==> src/rtl/snap_pkg.sv <==
package snap_pkg;

  localparam int unsigned SNAP_FIELD_W   = 8;
  localparam int unsigned SNAP_NUM_FIELD = 7;

  // host and event controls seen by the tracking-flag logic
  typedef struct packed {
    logic wr;
    logic wdata;
    logic pf;
  } snap_ctl_t;

endpackage

==> src/rtl/snap_rst_sync.sv <==
module snap_rst_sync #(
  parameter int unsigned STAGES = 2
) (
  input  logic clk,
  input  logic rst_n,
  output logic rst_sync_n
);

  logic [STAGES-1:0] sync_q;
  logic [STAGES-1:0] sync_d;

  always_comb begin
    sync_d = {sync_q[STAGES-2:0], 1'b1};
  end

  always_ff @(posedge clk or negedge rst_n) begin
    if (!rst_n) begin
      sync_q <= '0;
    end else begin
      sync_q <= sync_d;
    end
  end

  assign rst_sync_n = sync_q[STAGES-1];

endmodule

==> src/rtl/snap_enable_ctrl.sv <==
module snap_enable_ctrl
  import snap_pkg::*;
(
  input  logic      clk,
  input  logic      rst_n,
  input  snap_ctl_t ctl_i,
  output logic      en_o
);

  logic pf_q, pf_d;
  logic en_q, en_d;
  logic pf_evt;

  // event is the rising edge only; a held level does not re-clear
  assign pf_evt = ctl_i.pf & ~pf_q;

  always_comb begin
    pf_d = ctl_i.pf;
    en_d = en_q;
    if (pf_evt) begin
      en_d = 1'b0;               // hardware clear has priority
    end else if (ctl_i.wr) begin
      en_d = ctl_i.wdata;
    end
  end

  always_ff @(posedge clk or negedge rst_n) begin
    if (!rst_n) begin
      pf_q <= 1'b0;
      en_q <= 1'b0;
    end else begin
      pf_q <= pf_d;
      en_q <= en_d;
    end
  end

  assign en_o = en_q;

  // a power-fail edge always leaves the flag clear
  assert_pf_clears_R6: assert property (@(posedge clk) disable iff (!rst_n)
    (ctl_i.pf && !pf_q) |=> !en_q);

  // a plain write lands one cycle later
  assert_write_lands_R5: assert property (@(posedge clk) disable iff (!rst_n)
    (ctl_i.wr && !(ctl_i.pf && !pf_q)) |=> (en_q == $past(ctl_i.wdata)));

  // the flag only rises through a host write of 1
  assert_rise_by_write_R5: assert property (@(posedge clk) disable iff (!rst_n)
    $rose(en_q) |-> $past(ctl_i.wr && ctl_i.wdata));

endmodule

==> src/rtl/snap_field_reg.sv <==
module snap_field_reg #(
  parameter int unsigned W = 8
) (
  input  logic         clk,
  input  logic         rst_n,
  input  logic         load_i,
  input  logic [W-1:0] d_i,
  output logic [W-1:0] q_o
);

  logic [W-1:0] q_q, q_d;

  always_comb begin
    q_d = q_q;
    if (load_i) begin
      q_d = d_i;
    end
  end

  always_ff @(posedge clk or negedge rst_n) begin
    if (!rst_n) begin
      q_q <= '0;
    end else begin
      q_q <= q_d;
    end
  end

  assign q_o = q_q;

endmodule

==> src/rtl/time_snapshot_bank.sv <==
module time_snapshot_bank
  import snap_pkg::*;
#(
  parameter int unsigned FIELD_W   = SNAP_FIELD_W,
  parameter int unsigned NUM_FIELD = SNAP_NUM_FIELD
) (
  input  logic                         clk,
  input  logic                         rst_n,
  input  logic [FIELD_W*NUM_FIELD-1:0] live_fields_i,
  input  logic                         live_upd_i,
  input  logic                         en_wr_i,
  input  logic                         en_wdata_i,
  input  logic                         pwr_fail_i,
  output logic [FIELD_W*NUM_FIELD-1:0] snap_fields_o,
  output logic                         track_en_o
);

  localparam int unsigned VEC_W = FIELD_W * NUM_FIELD;

  logic      rst_sync_n;
  snap_ctl_t ctl;
  logic      track_en;
  logic      load_all;

  snap_rst_sync #(.STAGES(2)) u_rst_sync (
    .clk        (clk),
    .rst_n      (rst_n),
    .rst_sync_n (rst_sync_n)
  );

  always_comb begin
    ctl.wr    = en_wr_i;
    ctl.wdata = en_wdata_i;
    ctl.pf    = pwr_fail_i;
  end

  snap_enable_ctrl u_en_ctrl (
    .clk   (clk),
    .rst_n (rst_sync_n),
    .ctl_i (ctl),
    .en_o  (track_en)
  );

  // one shared load term for every field: no mix of pre/post rollover bytes
  assign load_all = track_en & live_upd_i;

  for (genvar g = 0; g < NUM_FIELD; g++) begin : g_field
    snap_field_reg #(.W(FIELD_W)) u_field (
      .clk    (clk),
      .rst_n  (rst_sync_n),
      .load_i (load_all),
      .d_i    (live_fields_i[g*FIELD_W +: FIELD_W]),
      .q_o    (snap_fields_o[g*FIELD_W +: FIELD_W])
    );
  end

  assign track_en_o = track_en;

  // a strobe while tracking copies every field on that edge
  assert_load_all_R2: assert property (@(posedge clk) disable iff (!rst_sync_n)
    (track_en_o && live_upd_i) |=> (snap_fields_o == $past(live_fields_i)));

  // without a tracked strobe the snapshot is frozen
  assert_frozen_hold_R4: assert property (@(posedge clk) disable iff (!rst_sync_n)
    !(track_en_o && live_upd_i) |=> $stable(snap_fields_o));

  // reset state is visible on the ports
  always_comb begin
    if (rst_n === 1'b0) begin
      assert_reset_state_R1: assert (snap_fields_o == {VEC_W{1'b0}} && !track_en_o);
    end
  end

endmodule

==> config.mk <==
export PLATFORM = sky130hd
export DESIGN_NAME = time_snapshot_bank
export DESIGN_NICKNAME = d
export VERILOG_FILES = /design/src/rtl/snap_pkg.sv /design/src/rtl/snap_rst_sync.sv /design/src/rtl/snap_enable_ctrl.sv /design/src/rtl/snap_field_reg.sv /design/src/rtl/time_snapshot_bank.sv
export SDC_FILE = /design/constraint.sdc
export NUM_CORES = 1
export LEC_CHECK = 0
export BUFFER_PORTS_ARGS = -buffer_cell sky130_fd_sc_hd__buf_2
export CORE_ASPECT_RATIO = 0.75
export CORE_MARGIN = 2
export CORE_UTILIZATION = 45
export CTS_CLUSTER_SIZE = 24
export DETAILED_ROUTE_END_ITERATION = 8
export GPL_TIMING_DRIVEN = 0
export PLACE_DENSITY = 0.77
export SYNTH_ARGS = -nofsm -noshare
export SYNTH_HDL_FRONTEND = slang
export SYNTH_SLANG_ARGS = --single-unit
==> constraint.sdc <==
create_clock -name clk -period 2.2 [get_ports clk]
set_input_delay 0 -clock clk [delete_from_list [all_inputs] [get_ports clk]]
set_output_delay 0 -clock clk [all_outputs]
set_load 0.05 [all_outputs]
Word-level counts from Yosys, hierarchy flattened
Index checks and enable logic that the tools add are counted.
- register bits: 60
- bits in latches: 0
- RAM bits: 0
- ROM bits: 0
- bits of input ports: 62
- output and inout port bits: 57
- logic and storage cells: 16
- memories kept: 0
- add/subtract/negate cells: 0
- multipliers: 0
- divide/modulo/power cells: 0
- order comparisons: 0
- equal/unequal tests: 0
- shift operators: 0
- mux-type cells: 2
- bitwise gates (word level): 3
- reductions and logical operators: 1
- operator list (kind ; count):
    $and A1 B1 Y1 ; 2
    $mux W1 ; 2
    $reduce_bool A2 Y1 ; 1
    $not A1 Y1 ; 1

Logic depth before layout (Yosys ltp)
Gate-level depths: netlist of run 1.
- depth in word-level cells: 3
- depth in mapped cells: 4

Modules after synthesis
From an unflattened synthesis of run 1, not the netlist that was laid out.
- cells, all modules: 128
- area total of the unflattened synthesis: 2449.8 µm²
- by module, submodules not included (module ; instances ; cells an instance ; area each (µm²)):
    snap_field_reg ; 7 ; 17 ; 331.6
    snap_enable_ctrl ; 1 ; 5 ; 68.8
    snap_rst_sync ; 1 ; 3 ; 53.8
    time_snapshot_bank ; 1 ; 1 ; 6.3

Worst setup path before layout of run 1
No wires, ideal clock.
- path kind: register to register
- from: register u_en_ctrl.en_q (netlist: u_en_ctrl.en_o)
- to: register g_field[0].u_field.q_q[7]
- data arrival time: 1.363 ns
- data required time: 2.075 ns
- path slack: 0.712 ns
- cell stages (with the launch flop): 5
- path buffers: 2
- cell sequence: dfrtp_1 > nand2_1 > buf_6 > buf_6 > mux2_4
- longest elaborated chain between the ends: 1
- ends and longest elaborated chain (element ; line ; text):
    from (decl) ; snap_enable_ctrl.sv:11 ; logic en_q, en_d;
    from (signal assigned) ; snap_enable_ctrl.sv:33 ; en_q <= en_d;
    $and A1 B1 Y1 ; time_snapshot_bank.sv:45 ; assign load_all = track_en & live_upd_i;
    to (signal assigned) ; snap_field_reg.sv:24 ; q_q <= q_d;
    to (decl) ; snap_field_reg.sv:11 ; logic [W-1:0] q_q, q_d;
No other way between the ends.
A chain may end at the register's enable or synchronous reset.

Worst setup path in the final report of run 1
- from: register u_en_ctrl.en_q (netlist: u_en_ctrl.en_o)
- to: register g_field[1].u_field.q_q[2]
- longest elaborated chain between the ends: 1
- ends and longest elaborated chain (element ; line):
    $and A1 B1 Y1 ; time_snapshot_bank.sv:45
    to (signal assigned) ; snap_field_reg.sv:24
    to (decl) ; snap_field_reg.sv:11
No other way between the ends.

==> results of run 1 <==
[sequential cells by signal, summed over array words and instances, names as in the netlist]
register             count
u_en_ctrl.en_o           1
g_field.u_field.q_o     56
u_rst_sync.sync_q        2
u_en_ctrl.pf_q           1
[report_power, final]
part	internal [W]	switching, W
Combinational	0.000593	0.00116
Sequential	0.00136	0.000145
Clock	0.000428	0.000385
[cell families after synthesis]
family                 share of synthesized area
AOI/OAI and AO/OA                        0.00211
DFF                                        0.634
and+or+nand+nor                          0.00158
other                                    0.00158
muxes                                      0.334
buffers and inverters                     0.0274
[worst paths after layout]
check                                       endpoint                  from  slack (ns)
hold reg to reg            g_field[4].u_field.q_o[3]  u_rst_sync.sync_q[1]        0.28
min in group asynchronous  g_field[4].u_field.q_o[3]  u_rst_sync.sync_q[1]        0.28
setup reg to reg           g_field[1].u_field.q_o[2]        u_en_ctrl.en_o        0.90
max in group asynchronous  g_field[6].u_field.q_o[6]  u_rst_sync.sync_q[1]        1.34
setup / recovery           g_field[1].u_field.q_o[2]        u_en_ctrl.en_o        0.90
hold / removal             g_field[0].u_field.q_o[2]            live_upd_i        0.22
[critical path: cells and delay by family, from the launching register on]
kind / cells / cell delay [ns]
DFF: 1 / 0.41
buffers and inverters: 2 / 0.36
muxes: 1 / 0.31
and+or+nand+nor: 1 / 0.10
[placed cells by master, fill, tap and decap left out, drive strengths merged]
cell type,synthesis,final
buf,6,125
dlygate4sd3,0,61
mux2i,1,1
conb,1,1
dfrtp,60,60
nand2,1,1
clkinv,0,3
clkbuf,0,12
inv,1,1
a21oi,1,1
mux2,56,56
[metal layers]
metal,share of wire,GRT usage,up-vias,routed length (um)
met4,0.024,0.0904,0,139
met3,0.073,0.0880,15,432
met2,0.50,0.394,84,2950
li1,-,-,823,-
met1,0.40,0.232,847,2370
met5,0,0,-,0
[stage by stage]
step	setup TNS, ns	setup WS (ns)	utilization	hold WS, ns
after global routing	0	0.841	0.771	0.217
after detailed placement	0	0.915	0.617	-0.211
after floorplan	0	0.406	-	-0.296
after global placement	-10.26	-0.179	0.612	-0.213
after CTS	0	0.898	0.771	0.213
final	0	0.898	0.771	0.216
[layout make-up]
class	count	area share
buffer	6	0.0160
timing repair buffer	180	0.318
inverter	1	0.000977
clock buffer	12	0.0378
tap	72	0.0234
clock inverter	3	0.00391
multi-input combinational	60	0.209
sequential	60	0.391
[timing repair]
action                                  4_1_cts  5_1_grt
endpoints found under the setup margin        0        0
gates resized for setup                       0        0
endpoints found under the hold margin        60        0
hold buffers                                 61        0
==> flow_metrics.py, run 1 <==
metrics = {
    "min_path": {
        "whs_path_depth": 4,
        "hp-class": "in -> reg",
    },
    "synthesis": {
        "postSynth.asyncResetShare": 1.00,
        "synth_area_leaders": "dfrtp_1 (63%), mux2_4 (25%), mux2_2 (7.6%), buf_6 (2.4%), mux2i_1 (0.42%)",
        "syn-instance-count": 127,
        "synth_nets": 189,
        "synth_seq_cells": 60,
        "synth_edf_count": 0,
        "synthFlopType": "dfrtp_1",
        "synth_top_area_cell": "dfrtp_1",
        "syn_area_um2": 2370,
        "synth.top_cells.by_count": "dfrtp_1 (60), mux2_4 (40), mux2_2 (16)",
        "synth.distinct_cells": 10,
        "synth_area_per_cell_um2": 18.7,
        "synth_top_cell_area_share": 0.634,
        "synth_warnings": 0,
        "yosysSeqAreaShare": 0.634,
        "yosysMostFrequentCell": "dfrtp_1",
    },
    "sta": {
        "rsz0062_at_grt": "no",
        "setup_viol": 0,
        "worstMarginPinSlew_ns": 0.598,
        "slew_viol_final": 0,
        "final-hold-violation-count": 0,
        "max_slew_margin": 0.601,
        "min_period_ns": 1.30,
        "max_freq_mhz": 768,
        "final.setup_skew_ns": 0.00719,
        "timing.final.crit_share": 0.592,
    },
    "route": {
        "viasPerCell": 4.49,
        "dr_total_vias": 1769,
        "routed_wl_mm": 5.89,
        "remaining_drc_errors": 0,
        "antenna_left": 0,
        "drt_iter0_drc": 32,
        "wl_per_cell_um": 15.0,
        "dr.pass1.iters": 4,
    },
    "cells_and_area": {
        "multi_input_area_um2": 803,
        "layout.cells.non_filler": 394,
        "areaGrowthSynthToFinish_pct": 62.1,
        "diodes": 0,
        "final-seq-area_um2": 1500,
        "fillers": 314,
        "final_nets": 380,
        "drive_gt1_frac": 0.606,
        "final_area_um2": 3840,
    },
    "global_routing": {
        "antenna_found_initial": 0,
        "grt_pass1_wl_mm": 9.42,
        "grt_max_degree": 34,
        "first_global_vias": 2016,
        "grt.overflow.total": 0,
        "grt_use_total": 0.221,
    },
    "power": {
        "leakagePower_nw": 2.01,
        "ir_drop_mv": 0.705,
        "power.density_nw_per_um2": 1060,
        "p_total_w": 0.00407,
    },
    "placed_design": {
        "dpl_cell_area_um2": 3070,
        "gp_congestion": 0.694,
        "io_buffers": 118,
        "dp_cells": 318,
        "hpwl_mm": 3.45,
    },
    "clock_network": {
        "root_buffer": "clkbuf_8",
        "clock_sinks": 60,
        "post_cts_buffers": 0,
        "numCtsBuffers": 9,
        "cts_buffer_depth": 2,
        "cts-htree-levels": 3,
        "cts_tree": "built",
        "clk_pin_slew_ns": 0.06,
        "clock_latency_ns": 0.32,
    },
    "critical_path": {
        "path_cells": "nand2_1 > buf_6 > buf_6 > mux2_4",
        "slowest_stage": "dfrtp_1",
        "critical_path.max_stage_delay_ns": 0.41,
        "cp_max_fo": 10,
        "reg2reg_depth": 4,
        "path_common_cell": "buf_6",
        "required_ns": 2.40,
        "cp-start-kind": "flop",
        "endpoint_kind": "flop",
        "crit_type": "reg -> reg",
        "arrival_ns": 1.50,
    },
    "floorplan": {
        "placementRows": 22,
        "pin_count": 119,
        "start_util": 0.476,
        "dieArea_um2": 5870,
        "fp.coreArea_um2": 4980,
        "die_w_um": 87.8,
        "die_h_um": 66.8,
    },
    "run_status": {
        "status": "finished, final reports clean",
    },
    "job": {
        "cap_violations": 0,
    },
}
Note: power is estimated with default switching activity, not from simulation.
==> run 2, diff against run 1 <==
--- a/config.mk
+++ b/config.mk
@@ -8,11 +8,11 @@
 export BUFFER_PORTS_ARGS = -buffer_cell sky130_fd_sc_hd__buf_2
 export CORE_ASPECT_RATIO = 0.75
 export CORE_MARGIN = 2
-export CORE_UTILIZATION = 45
+export CORE_UTILIZATION = 41
 export CTS_CLUSTER_SIZE = 24
 export DETAILED_ROUTE_END_ITERATION = 8
 export GPL_TIMING_DRIVEN = 0
-export PLACE_DENSITY = 0.77
+export PLACE_DENSITY = 0.74
 export SYNTH_ARGS = -nofsm -noshare
 export SYNTH_HDL_FRONTEND = slang
 export SYNTH_SLANG_ARGS = --single-unit
==> constraint.sdc (replaced) <==
create_clock -name clk -period 1.1 [get_ports clk]
set_input_delay 0 -clock clk [delete_from_list [all_inputs] [get_ports clk]]
set_output_delay 0 -clock clk [all_outputs]
set_load 0.05 [all_outputs]
==> run 2 against run 1 <==
Against the previous run:
- fmax rose by 5.2%
- the flow now finishes with violations (setup timing)
- first-iteration DRC count fell by 31%
- power rose by 110%
==> flow_metrics.py, run 2 (synthesized netlist as in run 1, its figures left out) <==
metrics = {
    "critical_path": {
        "r2r-end": "g_field[5].u_field.q_o[3]",
        "cp_max_fo": 10,
        "r2r_setup_slack_ns": -0.14,
        "reg2reg_depth": 4,
        "crit_type": "reg -> reg",
        "required_ns": 1.31,
        "cp-start-kind": "flop",
        "r2r-start": "u_en_ctrl.en_o",
        "arrival_ns": 1.44,
        "endpoint_kind": "flop",
    },
    "sta": {
        "slew_viol_final": 0,
        "setup_viol": 56,
        "final.setup_skew_ns": 0.0103,
        "setup_slack_ns": -0.138,
        "timing.final.crit_share": 1.13,
        "rsz0062_at_grt": "yes",
        "final-hold-violation-count": 0,
        "min_period_ns": 1.24,
        "max_freq_mhz": 808,
    },
    "cells_and_area": {
        "drive_gt1_frac": 0.621,
        "largest_reg_flops": 56,
        "diodes": 0,
        "final_nets": 387,
        "areaGrowthSynthToFinish_pct": 70.6,
        "final_common_cell": "buf_2",
        "final_area_um2": 4040,
        "fillers": 346,
        "most-common-layout-cells": "buf_2 (117), dlygate4sd3_1 (61), dfrtp_1 (58), mux2_4 (40), mux2_2 (16)",
    },
    "placed_design": {
        "io_buffers": 118,
        "hpwl_mm": 3.43,
        "dpl_cell_area_um2": 3060,
        "gp_congestion": 0.651,
    },
    "global_routing": {
        "grt_use_total": 0.200,
        "grt_pass1_wl_mm": 9.72,
        "first_global_vias": 1895,
        "antenna_found_initial": 0,
        "grt_max_degree": 59,
        "grt.overflow.total": 0,
    },
    "run_status": {
        "status": "finished, violations left",
        "violations": "setup timing",
    },
    "clock_network": {
        "clock_latency_ns": 0.33,
        "root_buffer": "clkbuf_8",
        "cts_buffer_depth": 2,
        "clk_pin_slew_ns": 0.07,
        "cts_tree": "built",
        "cts-htree-levels": 3,
        "clock_sinks": 60,
        "numCtsBuffers": 9,
    },
    "route": {
        "viasPerCell": 4.44,
        "antenna_left": 0,
        "routed_wl_mm": 6.41,
        "drt_iter0_drc": 22,
        "dr.pass1.iters": 4,
        "dr_total_vias": 1800,
        "remaining_drc_errors": 0,
        "wl_per_cell_um": 15.8,
    },
    "job": {
        "cap_violations": 0,
    },
    "power": {
        "power.density_nw_per_um2": 2120,
        "ir_drop_mv": 1.12,
        "leakagePower_nw": 2.11,
        "p_total_w": 0.00856,
    },
    "floorplan": {
        "die_h_um": 69.8,
        "fp.coreArea_um2": 5470,
        "placementRows": 23,
        "start_util": 0.433,
        "dieArea_um2": 6410,
        "die_w_um": 91.8,
        "pin_count": 119,
    },
    "min_path": {
        "hp-class": "reg -> async",
    },
}
==> run 2: cell count changes in the layout (fill, tap and decap cells not counted), sizes merged <==
cell      change
clkinv        -2
clkbuf        +1
bufinv        +1
buf           +6
clkinvlp      +2
==> run 2: how the worst max path moves through the flow <==
stage                                     from                         to  slack (ns)
after floorplan                 u_en_ctrl.en_o  g_field[1].u_field.q_o[0]       -0.24
after global placement    u_rst_sync.sync_q[1]             u_en_ctrl.en_o       -0.33
after detailed placement  u_rst_sync.sync_q[1]             u_en_ctrl.en_o       -0.37
after CTS                       u_en_ctrl.en_o  g_field[5].u_field.q_o[6]       -0.13
after global routing            u_en_ctrl.en_o  g_field[5].u_field.q_o[3]       -0.16
final                           u_en_ctrl.en_o  g_field[5].u_field.q_o[3]       -0.14
==> run 2: power breakdown <==
part | internal (W) | switching, W
registers | 0.00272 | 0.000312
clock network | 0.00110 | 0.000801
logic | 0.00125 | 0.00237
total | 0.00507 | 0.00348
==> run 2: through the flow <==
stage	cells	util	hold WS [ns]	setup TNS (ns)	setup slack, ns
floorplan	127	-	-0.296	-11.70	-0.239
global placement	320	0.560	-0.213	-21.11	-0.331
detailed placement	320	0.560	-0.210	-23.77	-0.372
CTS	402	0.728	0.227	-5.50	-0.127
global route	405	0.739	0.289	-7.74	-0.162
finish	405	0.739	0.279	-6.42	-0.138
==> run 2: critical path, cell delays in order, from the launching register on <==
cell and delay, ns:
dfrtp_2 0.43, nand2_4 0.08, buf_12 0.15, buf_12 0.15, mux2_4 0.31
==> run 2: per-layer routing <==
layer  vias to the layer above  global-route usage  share of wire
li1                        834                   -              -
met1                       875               0.242           0.42
met2                        85               0.337           0.50
met3                         6              0.0750          0.071
met4                         0              0.0547         0.0067
met5                         -                   0              0
==> run 2: timing repair <==
item | CTS | global route
hold buffers | 61 | 0
setup endpoints to repair | 114 | 58
endpoints found under the hold margin | 60 | 0
cloned | 1 | 1
gates resized for setup | 14 | 3
pin swaps | 0 | 0
buffers inserted | 4 | 2
==> run 2: final cells by class <==
cell class                      instances  area, um^2  area share
Sequential cell                        60        1510       0.373
Tap cell                               75        93.8      0.0232
Inverter                                1        3.75    0.000929
Clock inverter                          4        50.0      0.0124
Clock buffer                           12         145      0.0359
Timing Repair Buffer                  187        1320       0.326
Buffer                                  6         115      0.0285
Multi-Input combinational cell         60         811       0.201
